$ cat src/rtl/qc_pkg.sv
package qc_pkg;

  localparam int QC_W = 16;

  typedef struct packed {
    logic [7:0] step_mask;
    logic [1:0] spare;
    logic       diff_sel;
    logic       filt_en;
    logic       join_en;
    logic       idx_en;
    logic       hold;
    logic       run;
  } mode_t;

  localparam logic [QC_W-1:0] MODE_WMASK = 16'hFF3F;

endpackage

$ cat src/rtl/qc_input_cond.sv
module qc_input_cond #(
  parameter int FILT_LEN    = 4,
  parameter int SYNC_STAGES = 2
) (
  input  logic clk,
  input  logic rst_n,
  input  logic filt_en,
  input  logic din,
  output logic dout
);

  localparam int RUN_W = (FILT_LEN > 1) ? $clog2(FILT_LEN) : 1;
  localparam logic [RUN_W-1:0] RUN_LAST = RUN_W'(FILT_LEN - 1);

  logic [SYNC_STAGES-1:0] sync_q;
  logic                   lvl;
  logic                   filt_q, filt_d;
  logic [RUN_W-1:0]       run_q, run_d;

  always_ff @(posedge clk or negedge rst_n) begin
    if (!rst_n) sync_q <= '0;
    else        sync_q <= {sync_q[SYNC_STAGES-2:0], din};
  end

  assign lvl = sync_q[SYNC_STAGES-1];

  always_comb begin
    filt_d = filt_q;
    run_d  = '0;
    if (!filt_en) begin
      filt_d = lvl;
    end else if (lvl != filt_q) begin
      if (run_q == RUN_LAST) filt_d = lvl;
      else                   run_d  = run_q + 1'b1;
    end
  end

  always_ff @(posedge clk or negedge rst_n) begin
    if (!rst_n) begin
      filt_q <= 1'b0;
      run_q  <= '0;
    end else begin
      filt_q <= filt_d;
      run_q  <= run_d;
    end
  end

  assign dout = filt_en ? filt_q : lvl;


  filt_settle_chk: assert property (@(posedge clk) disable iff (!rst_n)
    (filt_en && run_q != RUN_LAST) |=> $stable(filt_q));

endmodule

$ cat src/rtl/qc_decoder.sv
module qc_decoder (
  input  logic       clk,
  input  logic       rst_n,
  input  logic [1:0] ab,
  input  logic       idx,
  input  logic [7:0] mask,
  output logic       inc,
  output logic       dec,
  output logic       idx_rise
);

  logic [1:0] prev_ab;
  logic       prev_idx;
  logic [3:0] fwd, rev;
  logic [7:0] hit;

  always_ff @(posedge clk or negedge rst_n) begin
    if (!rst_n) begin
      prev_ab  <= 2'b00;
      prev_idx <= 1'b0;
    end else begin
      prev_ab  <= ab;
      prev_idx <= idx;
    end
  end

  always_comb begin
    fwd = '0;
    rev = '0;
    case ({prev_ab, ab})
      4'b0001: fwd[0] = 1'b1;
      4'b0111: fwd[1] = 1'b1;
      4'b1110: fwd[2] = 1'b1;
      4'b1000: fwd[3] = 1'b1;
      4'b0100: rev[0] = 1'b1;
      4'b1101: rev[1] = 1'b1;
      4'b1011: rev[2] = 1'b1;
      4'b0010: rev[3] = 1'b1;
      default: ;
    endcase
  end

  assign hit      = {rev, fwd} & ~mask;
  assign inc      = |hit[3:0];
  assign dec      = |hit[7:4];
  assign idx_rise = idx & ~prev_idx;


  no_double_jump_chk: assert property (@(posedge clk) disable iff (!rst_n)
    ((prev_ab ^ ab) == 2'b11) |-> !(inc || dec));

endmodule

$ cat src/rtl/qc_count_core.sv
module qc_count_core #(
  parameter int CNT_W = 16
) (
  input  logic                  clk,
  input  logic                  rst_n,
  input  logic                  run,
  input  logic                  join_en,
  input  logic                  idx_en,
  input  logic [1:0]            inc,
  input  logic [1:0]            dec,
  input  logic [1:0]            idx_rise,
  output logic [1:0][CNT_W-1:0] cnt_next
);

  localparam int WIDE_W = 2 * CNT_W;

  logic [1:0][CNT_W-1:0] cnt_q, cnt_d;
  logic [WIDE_W-1:0]     wide_d;
  logic                  cnt_ce;

  always_comb begin
    cnt_d  = cnt_q;
    wide_d = cnt_q;
    if (!run) begin
      cnt_d = '0;
    end else if (join_en) begin
      if (idx_en && idx_rise[0]) wide_d = '0;
      else if (inc[0])           wide_d = cnt_q + 1'b1;
      else if (dec[0])           wide_d = cnt_q - 1'b1;
      cnt_d = wide_d;
    end else begin
      for (int ch = 0; ch < 2; ch++) begin
        if (idx_en && idx_rise[ch]) cnt_d[ch] = '0;
        else if (inc[ch])           cnt_d[ch] = cnt_q[ch] + 1'b1;
        else if (dec[ch])           cnt_d[ch] = cnt_q[ch] - 1'b1;
      end
    end
  end

  assign cnt_ce = (cnt_d != cnt_q);

  always_ff @(posedge clk or negedge rst_n) begin
    if (!rst_n)      cnt_q <= '0;
    else if (cnt_ce) cnt_q <= cnt_d;
  end

  assign cnt_next = cnt_d;


  run_clear_chk: assert property (@(posedge clk) disable iff (!rst_n)
    !run |=> (cnt_q == '0));


  idx_clear_chk: assert property (@(posedge clk) disable iff (!rst_n)
    (run && idx_en && !join_en && idx_rise[0]) |=> (cnt_q[0] == '0));


  join_carry_chk: assert property (@(posedge clk) disable iff (!rst_n)
    (run && join_en && !(idx_en && idx_rise[0]) && inc[0] && (cnt_q[0] == '1))
      |=> (cnt_q[0] == '0) && (cnt_q[1] == $past(cnt_q[1]) + 1'b1));


  idle_stable_chk: assert property (@(posedge clk) disable iff (!rst_n)
    (run && !join_en && !(idx_en && idx_rise[1]) && !inc[1] && !dec[1])
      |=> $stable(cnt_q[1]));

endmodule

$ cat src/rtl/quad_counter_pair.sv
module quad_counter_pair
  import qc_pkg::*;
#(
  parameter int FILT_LEN    = 4,
  parameter int SYNC_STAGES = 2,
  parameter int ADDR_W      = 2
) (
  input  logic              clk,
  input  logic              rst_n,
  input  logic              reg_wr,
  input  logic [ADDR_W-1:0] reg_addr,
  input  logic [QC_W-1:0]   reg_wdata,
  output logic [QC_W-1:0]   reg_rdata,
  input  logic [1:0]        phase_a,
  input  logic [1:0]        phase_b,
  input  logic [1:0]        index_in
);

  localparam int NCH = 2;
  localparam logic [ADDR_W-1:0] A_MODE = ADDR_W'(0);
  localparam logic [ADDR_W-1:0] A_VAL0 = ADDR_W'(1);
  localparam logic [ADDR_W-1:0] A_VAL1 = ADDR_W'(2);

  logic [1:0] rst_pipe;
  logic       rst_l;

  always_ff @(posedge clk or negedge rst_n) begin
    if (!rst_n) rst_pipe <= 2'b00;
    else        rst_pipe <= {rst_pipe[0], 1'b1};
  end
  assign rst_l = rst_pipe[1];

  mode_t mode_q, mode_d;
  logic  mode_ce;

  assign mode_ce = reg_wr && (reg_addr == A_MODE);

  always_comb begin
    mode_d = mode_q;
    if (mode_ce) mode_d = mode_t'(reg_wdata & MODE_WMASK);
  end

  always_ff @(posedge clk or negedge rst_l) begin
    if (!rst_l)       mode_q <= '0;
    else if (mode_ce) mode_q <= mode_d;
  end

  logic [NCH-1:0] fa, fb, fi, inc, dec, irise;

  for (genvar ch = 0; ch < NCH; ch++) begin : g_ch
    qc_input_cond #(.FILT_LEN(FILT_LEN), .SYNC_STAGES(SYNC_STAGES)) u_ca (
      .clk(clk), .rst_n(rst_l), .filt_en(mode_q.filt_en),
      .din(phase_a[ch]), .dout(fa[ch]));
    qc_input_cond #(.FILT_LEN(FILT_LEN), .SYNC_STAGES(SYNC_STAGES)) u_cb (
      .clk(clk), .rst_n(rst_l), .filt_en(mode_q.filt_en),
      .din(phase_b[ch]), .dout(fb[ch]));
    qc_input_cond #(.FILT_LEN(FILT_LEN), .SYNC_STAGES(SYNC_STAGES)) u_ci (
      .clk(clk), .rst_n(rst_l), .filt_en(mode_q.filt_en),
      .din(index_in[ch]), .dout(fi[ch]));
    qc_decoder u_dec (
      .clk(clk), .rst_n(rst_l), .ab({fa[ch], fb[ch]}), .idx(fi[ch]),
      .mask(mode_q.step_mask), .inc(inc[ch]), .dec(dec[ch]),
      .idx_rise(irise[ch]));
  end

  logic [NCH-1:0][QC_W-1:0] cnt_next;

  qc_count_core #(.CNT_W(QC_W)) u_core (
    .clk(clk), .rst_n(rst_l), .run(mode_q.run), .join_en(mode_q.join_en),
    .idx_en(mode_q.idx_en), .inc(inc), .dec(dec), .idx_rise(irise),
    .cnt_next(cnt_next));

  logic [NCH-1:0][QC_W-1:0] view_q;
  logic                     view_ce;

  assign view_ce = !mode_q.hold;

  always_ff @(posedge clk or negedge rst_l) begin
    if (!rst_l)       view_q <= '0;
    else if (view_ce) view_q <= cnt_next;
  end

  always_comb begin
    case (reg_addr)
      A_MODE:  reg_rdata = mode_q;
      A_VAL0:  reg_rdata = view_q[0];
      A_VAL1:  reg_rdata = view_q[1];
      default: reg_rdata = '0;
    endcase
  end


  hold_freeze_chk: assert property (@(posedge clk) disable iff (!rst_l)
    $past(mode_q.hold) |-> $stable(view_q));


  spare_zero_chk: assert property (@(posedge clk) disable iff (!rst_l)
    (reg_addr == A_MODE) |-> (reg_rdata[7:6] == 2'b00));

endmodule

$ cat config.mk
export PLATFORM = sky130hd
export DESIGN_NAME = quad_counter_pair
export DESIGN_NICKNAME = d
export VERILOG_FILES = /design/src/rtl/qc_pkg.sv /design/src/rtl/qc_input_cond.sv /design/src/rtl/qc_decoder.sv /design/src/rtl/qc_count_core.sv /design/src/rtl/quad_counter_pair.sv
export SDC_FILE = /design/constraint.sdc
export NUM_CORES = 1
export LEC_CHECK = 0
export BUFFER_PORTS_ARGS = -buffer_cell sky130_fd_sc_hd__buf_2
export CAP_MARGIN = 30
export CELL_PAD_IN_SITES_DETAIL_PLACEMENT = 0
export CELL_PAD_IN_SITES_GLOBAL_PLACEMENT = 1
export CORE_MARGIN = 10
export CORE_UTILIZATION = 49
export DETAILED_ROUTE_END_ITERATION = 10
export HOLD_SLACK_MARGIN = 0.12
export PLACE_DENSITY_LB_ADDON = 0.08
export RECOVER_POWER = 50
export REMOVE_ABC_BUFFERS = 1
export SLEW_MARGIN = 20
export SYNTH_ARGS = -nofsm -noshare
export SYNTH_HDL_FRONTEND = slang
export SYNTH_HIERARCHICAL = 1
export SYNTH_SLANG_ARGS = --single-unit
export TNS_END_PERCENT = 20
$ cat constraint.sdc
create_clock -name clk -period 4.2 [get_ports clk]
set_input_delay 0.63 -clock clk [delete_from_list [all_inputs] [get_ports clk]]
set_output_delay 0.63 -clock clk [all_outputs]
set_load 0.01 [all_outputs]
==> impl_metrics.toml <==
[place]
dp_slack_ns = 0.5409
dp_cells = 828
io_buffer_count = 40
dpl.hpwl_um = 12040
gp_congestion = 0.8827

[cts]
path_clk_slew_ns = 0.06
cts_inserted_buffers = 17
postCtsSetupRepairBufs = 0
cts_sinks = 116
clk_latency_ns = 0.42
cts_tree = "built"
cts.path.max_buffers = 2
root_buffer = "clkbuf_16"
cts_resized = 0
cts_max_level = 4

[timing]
fin_ws_ns = 0.5044
min_period_ns = 3.696
finClkSkew_ns = 0.006637
finalSetupViolations = 0
timing.fmax_mhz = 270.6
maxSlewHeadroom_pct = -70.00
worst_pin_slew_ns = 2.550
slew_violations = 49
rsz0062_at_grt = "no"
period_share_pct = 87.99
tns_ns = 0
hold_viol = 0

[cells_and_area]
layout-drive-gt1-share_pct = 24.93
fill_cells = 1189
final_util_pct = 57.15
seqCellArea_um2 = 2903
diodes = 0
multi_input_area_um2 = 3471
final_cells = 862
top_regs = "u_core/cnt_q: 32 flops, view_q: 32 flops, mode_q: 14 flops"
nNetsFinal = 710
area_growth_pct = 14.28

[synthesis]
syn_inst = 636
synth_cell_types = 68
synth_top_area_share_pct = 44.01
yosys_warnings = 6
async_flop_share_pct = 100.0
netlist_area_um2 = 6596
yosysTopAreaCell = "dfrtp_1"
ys_ff_latch = 116
yosysMostFrequentCell = "dfrtp_1"
synth_edf_count = 0
synth_flop_cell = "dfrtp_1"
ys_seq_area_share_pct = 44.01
synth_commonest_cells = "116 x dfrtp_1, 53 x mux2_2, 44 x nand2_1, 43 x nor2_1, 28 x nor3_1"
synthTopCellsByArea = "dfrtp_1 44%, mux2_2 9.0%, mux2i_1 2.6%, nand2_1 2.5%, nor2_1 2.4%"
syn_area_per_cell_um2 = 10.37

[drt]
drt-total-wl_um = 16970
drc = 0
vias_per_cell = 6.041
ant_nets = 0
wl_per_cell_um = 19.69
drtIter0Drc = 347
dr.pass1.iters = 5
vias = 5207

[die]
dieArea_um2 = 18500
die_w_um = 136.0
row_count = 42
core_um2 = 13190
start_util_pct = 50.01
die-height_um = 136.0
ioPinCount = 43

[global_route]
grt_use_total_pct = 19.05
grt_pass1_wl_um = 27660
grt_overflow = 0
grt_antenna_before_repair = 0
grt_pass1_vias = 5287
grt_max_degree = 75

[power_and_ir_drop]
switchingPower_mw = 1.730
p_leak_nw = 3.293
ir_drop_v = 0.0005373
finalPower_mw = 4.707
seqPwrFrac_pct = 35.4
intPower_mw = 2.977
pwr-share-comb_pct = 32.3
p_sw_share_pct = 36.76
p_per_area_nw_per_um2 = 624.4
p_clk_share_pct = 32.3

[critical_path]
worstSetupStartpointType = "flip-flop"
crit_required_ns = 4.51
end_kind = "flip-flop"
crit_arrival_ns = 4.00
worst-path-max-fanout = 15
crit_type = "flip-flop to flip-flop"

[worst_hold_path]
hold_class = "primary input to flip-flop"

[status]
status = "finished with violations"
violations = "max-capacitance violations, max-slew violations"

[job]
cap_violations = 1
[path summary, 6_finish.rpt]
kind	slack (ns)	startpoint	endpoint	cells past startpoint
min in group asynchronous	0.45	rst_pipe[1]	g_ch[0].u_cb/sync_q[1]	0
max	0.50	mode_q[4]	view_q[31]	11
min reg2reg	0.35	g_ch[0].u_ca/sync_q[0]	g_ch[0].u_ca/sync_q[1]	0
max in group asynchronous	0.81	rst_pipe[1]	u_core/cnt_q[27]	1
min	0.31	phase_a[0]	g_ch[0].u_ca/sync_q[0]	1
max reg2reg	0.50	mode_q[4]	view_q[31]	11
[worst max-delay path: stages (launching register included)]
cell	delay (ns)
dfrtp_1	0.46
buf_4	0.27
mux2_2	0.41
or2_4	0.25
o22ai_2	0.11
a22o_1	0.23
nor2b_1	0.37
nand3_1	0.33
o32ai_1	0.49
mux2i_1	0.15
a211o_1	0.24
mux2_2	0.25
[through the flow]
stage	cell area [µm²]	hold WS, ns
after global placement	6910	0.3318
after detailed placement	6910	0.3378
after global routing	7538	0.2930
final	7538	0.3128
after floorplan	6404	0.3312
after CTS	7543	0.2975
[repair_timing]
action / in CTS / in global routing
endpoints found under the hold margin: 2 / 0
hold buffers: 1 / 0
endpoints found under the setup margin: 0 / 0
[layer usage]
metal / part of all wire (%) / GRT usage, %
met5: 0 / 0
met3: 4.3 / 4.723
met4: 2.1 / 6.627
met2: 49 / 31.24
met1: 45 / 23.96
[logic make-up (layout without fill, tap and decap cells)]
logic type | after synthesis | after routing | synth area share, %
AO/OA/AOI/OAI | 129 | 129 | 14.83
XOR/XNOR | 18 | 18 | 2.390
AND/OR/NAND/NOR | 243 | 243 | 20.45
flip-flops | 116 | 116 | 44.01
buffers and inverters | 43 | 93 | 3.376
multiplexers | 76 | 76 | 12.99
adder cells (fa/ha/maj) | 10 | 10 | 1.897
other | 1 | 1 | 0.05685
[power by group through the flow]
stage,sequential (mW),combinational (mW),clock [mW]
finish,1.67,1.52,1.52
global route,1.71,1.67,1.60
CTS,1.67,1.50,1.55
detailed placement,1.69,1.49,0
global placement,1.68,1.46,0
floorplan,1.61,1.09,0
[area by class of cell]
| cell class | count | area share (%) |
|---|---|---|
| Timing Repair Buffer | 53 | 3.867 |
| Multi-Input combinational cell | 477 | 46.04 |
| Clock inverter | 15 | 2.622 |
| Sequential cell | 116 | 38.51 |
| Clock buffer | 17 | 5.643 |
| Inverter | 8 | 0.3983 |
| Tap cell | 176 | 2.921 |
[layout by cell type, fill, tap and decap left out, drive strengths merged, types with 15 or more instances in the layout]
cell	netlist	routed
mux2	59	59
o21ai	17	17
nor3	29	29
mux2i	17	17
nand2	44	44
dfrtp	116	116
clkbuf	17	20
nand3	17	17
a21oi	26	26
xnor2	15	15
o22ai	17	17
nor2	43	43
buf	18	49
(Power assumes the default switching activity.)
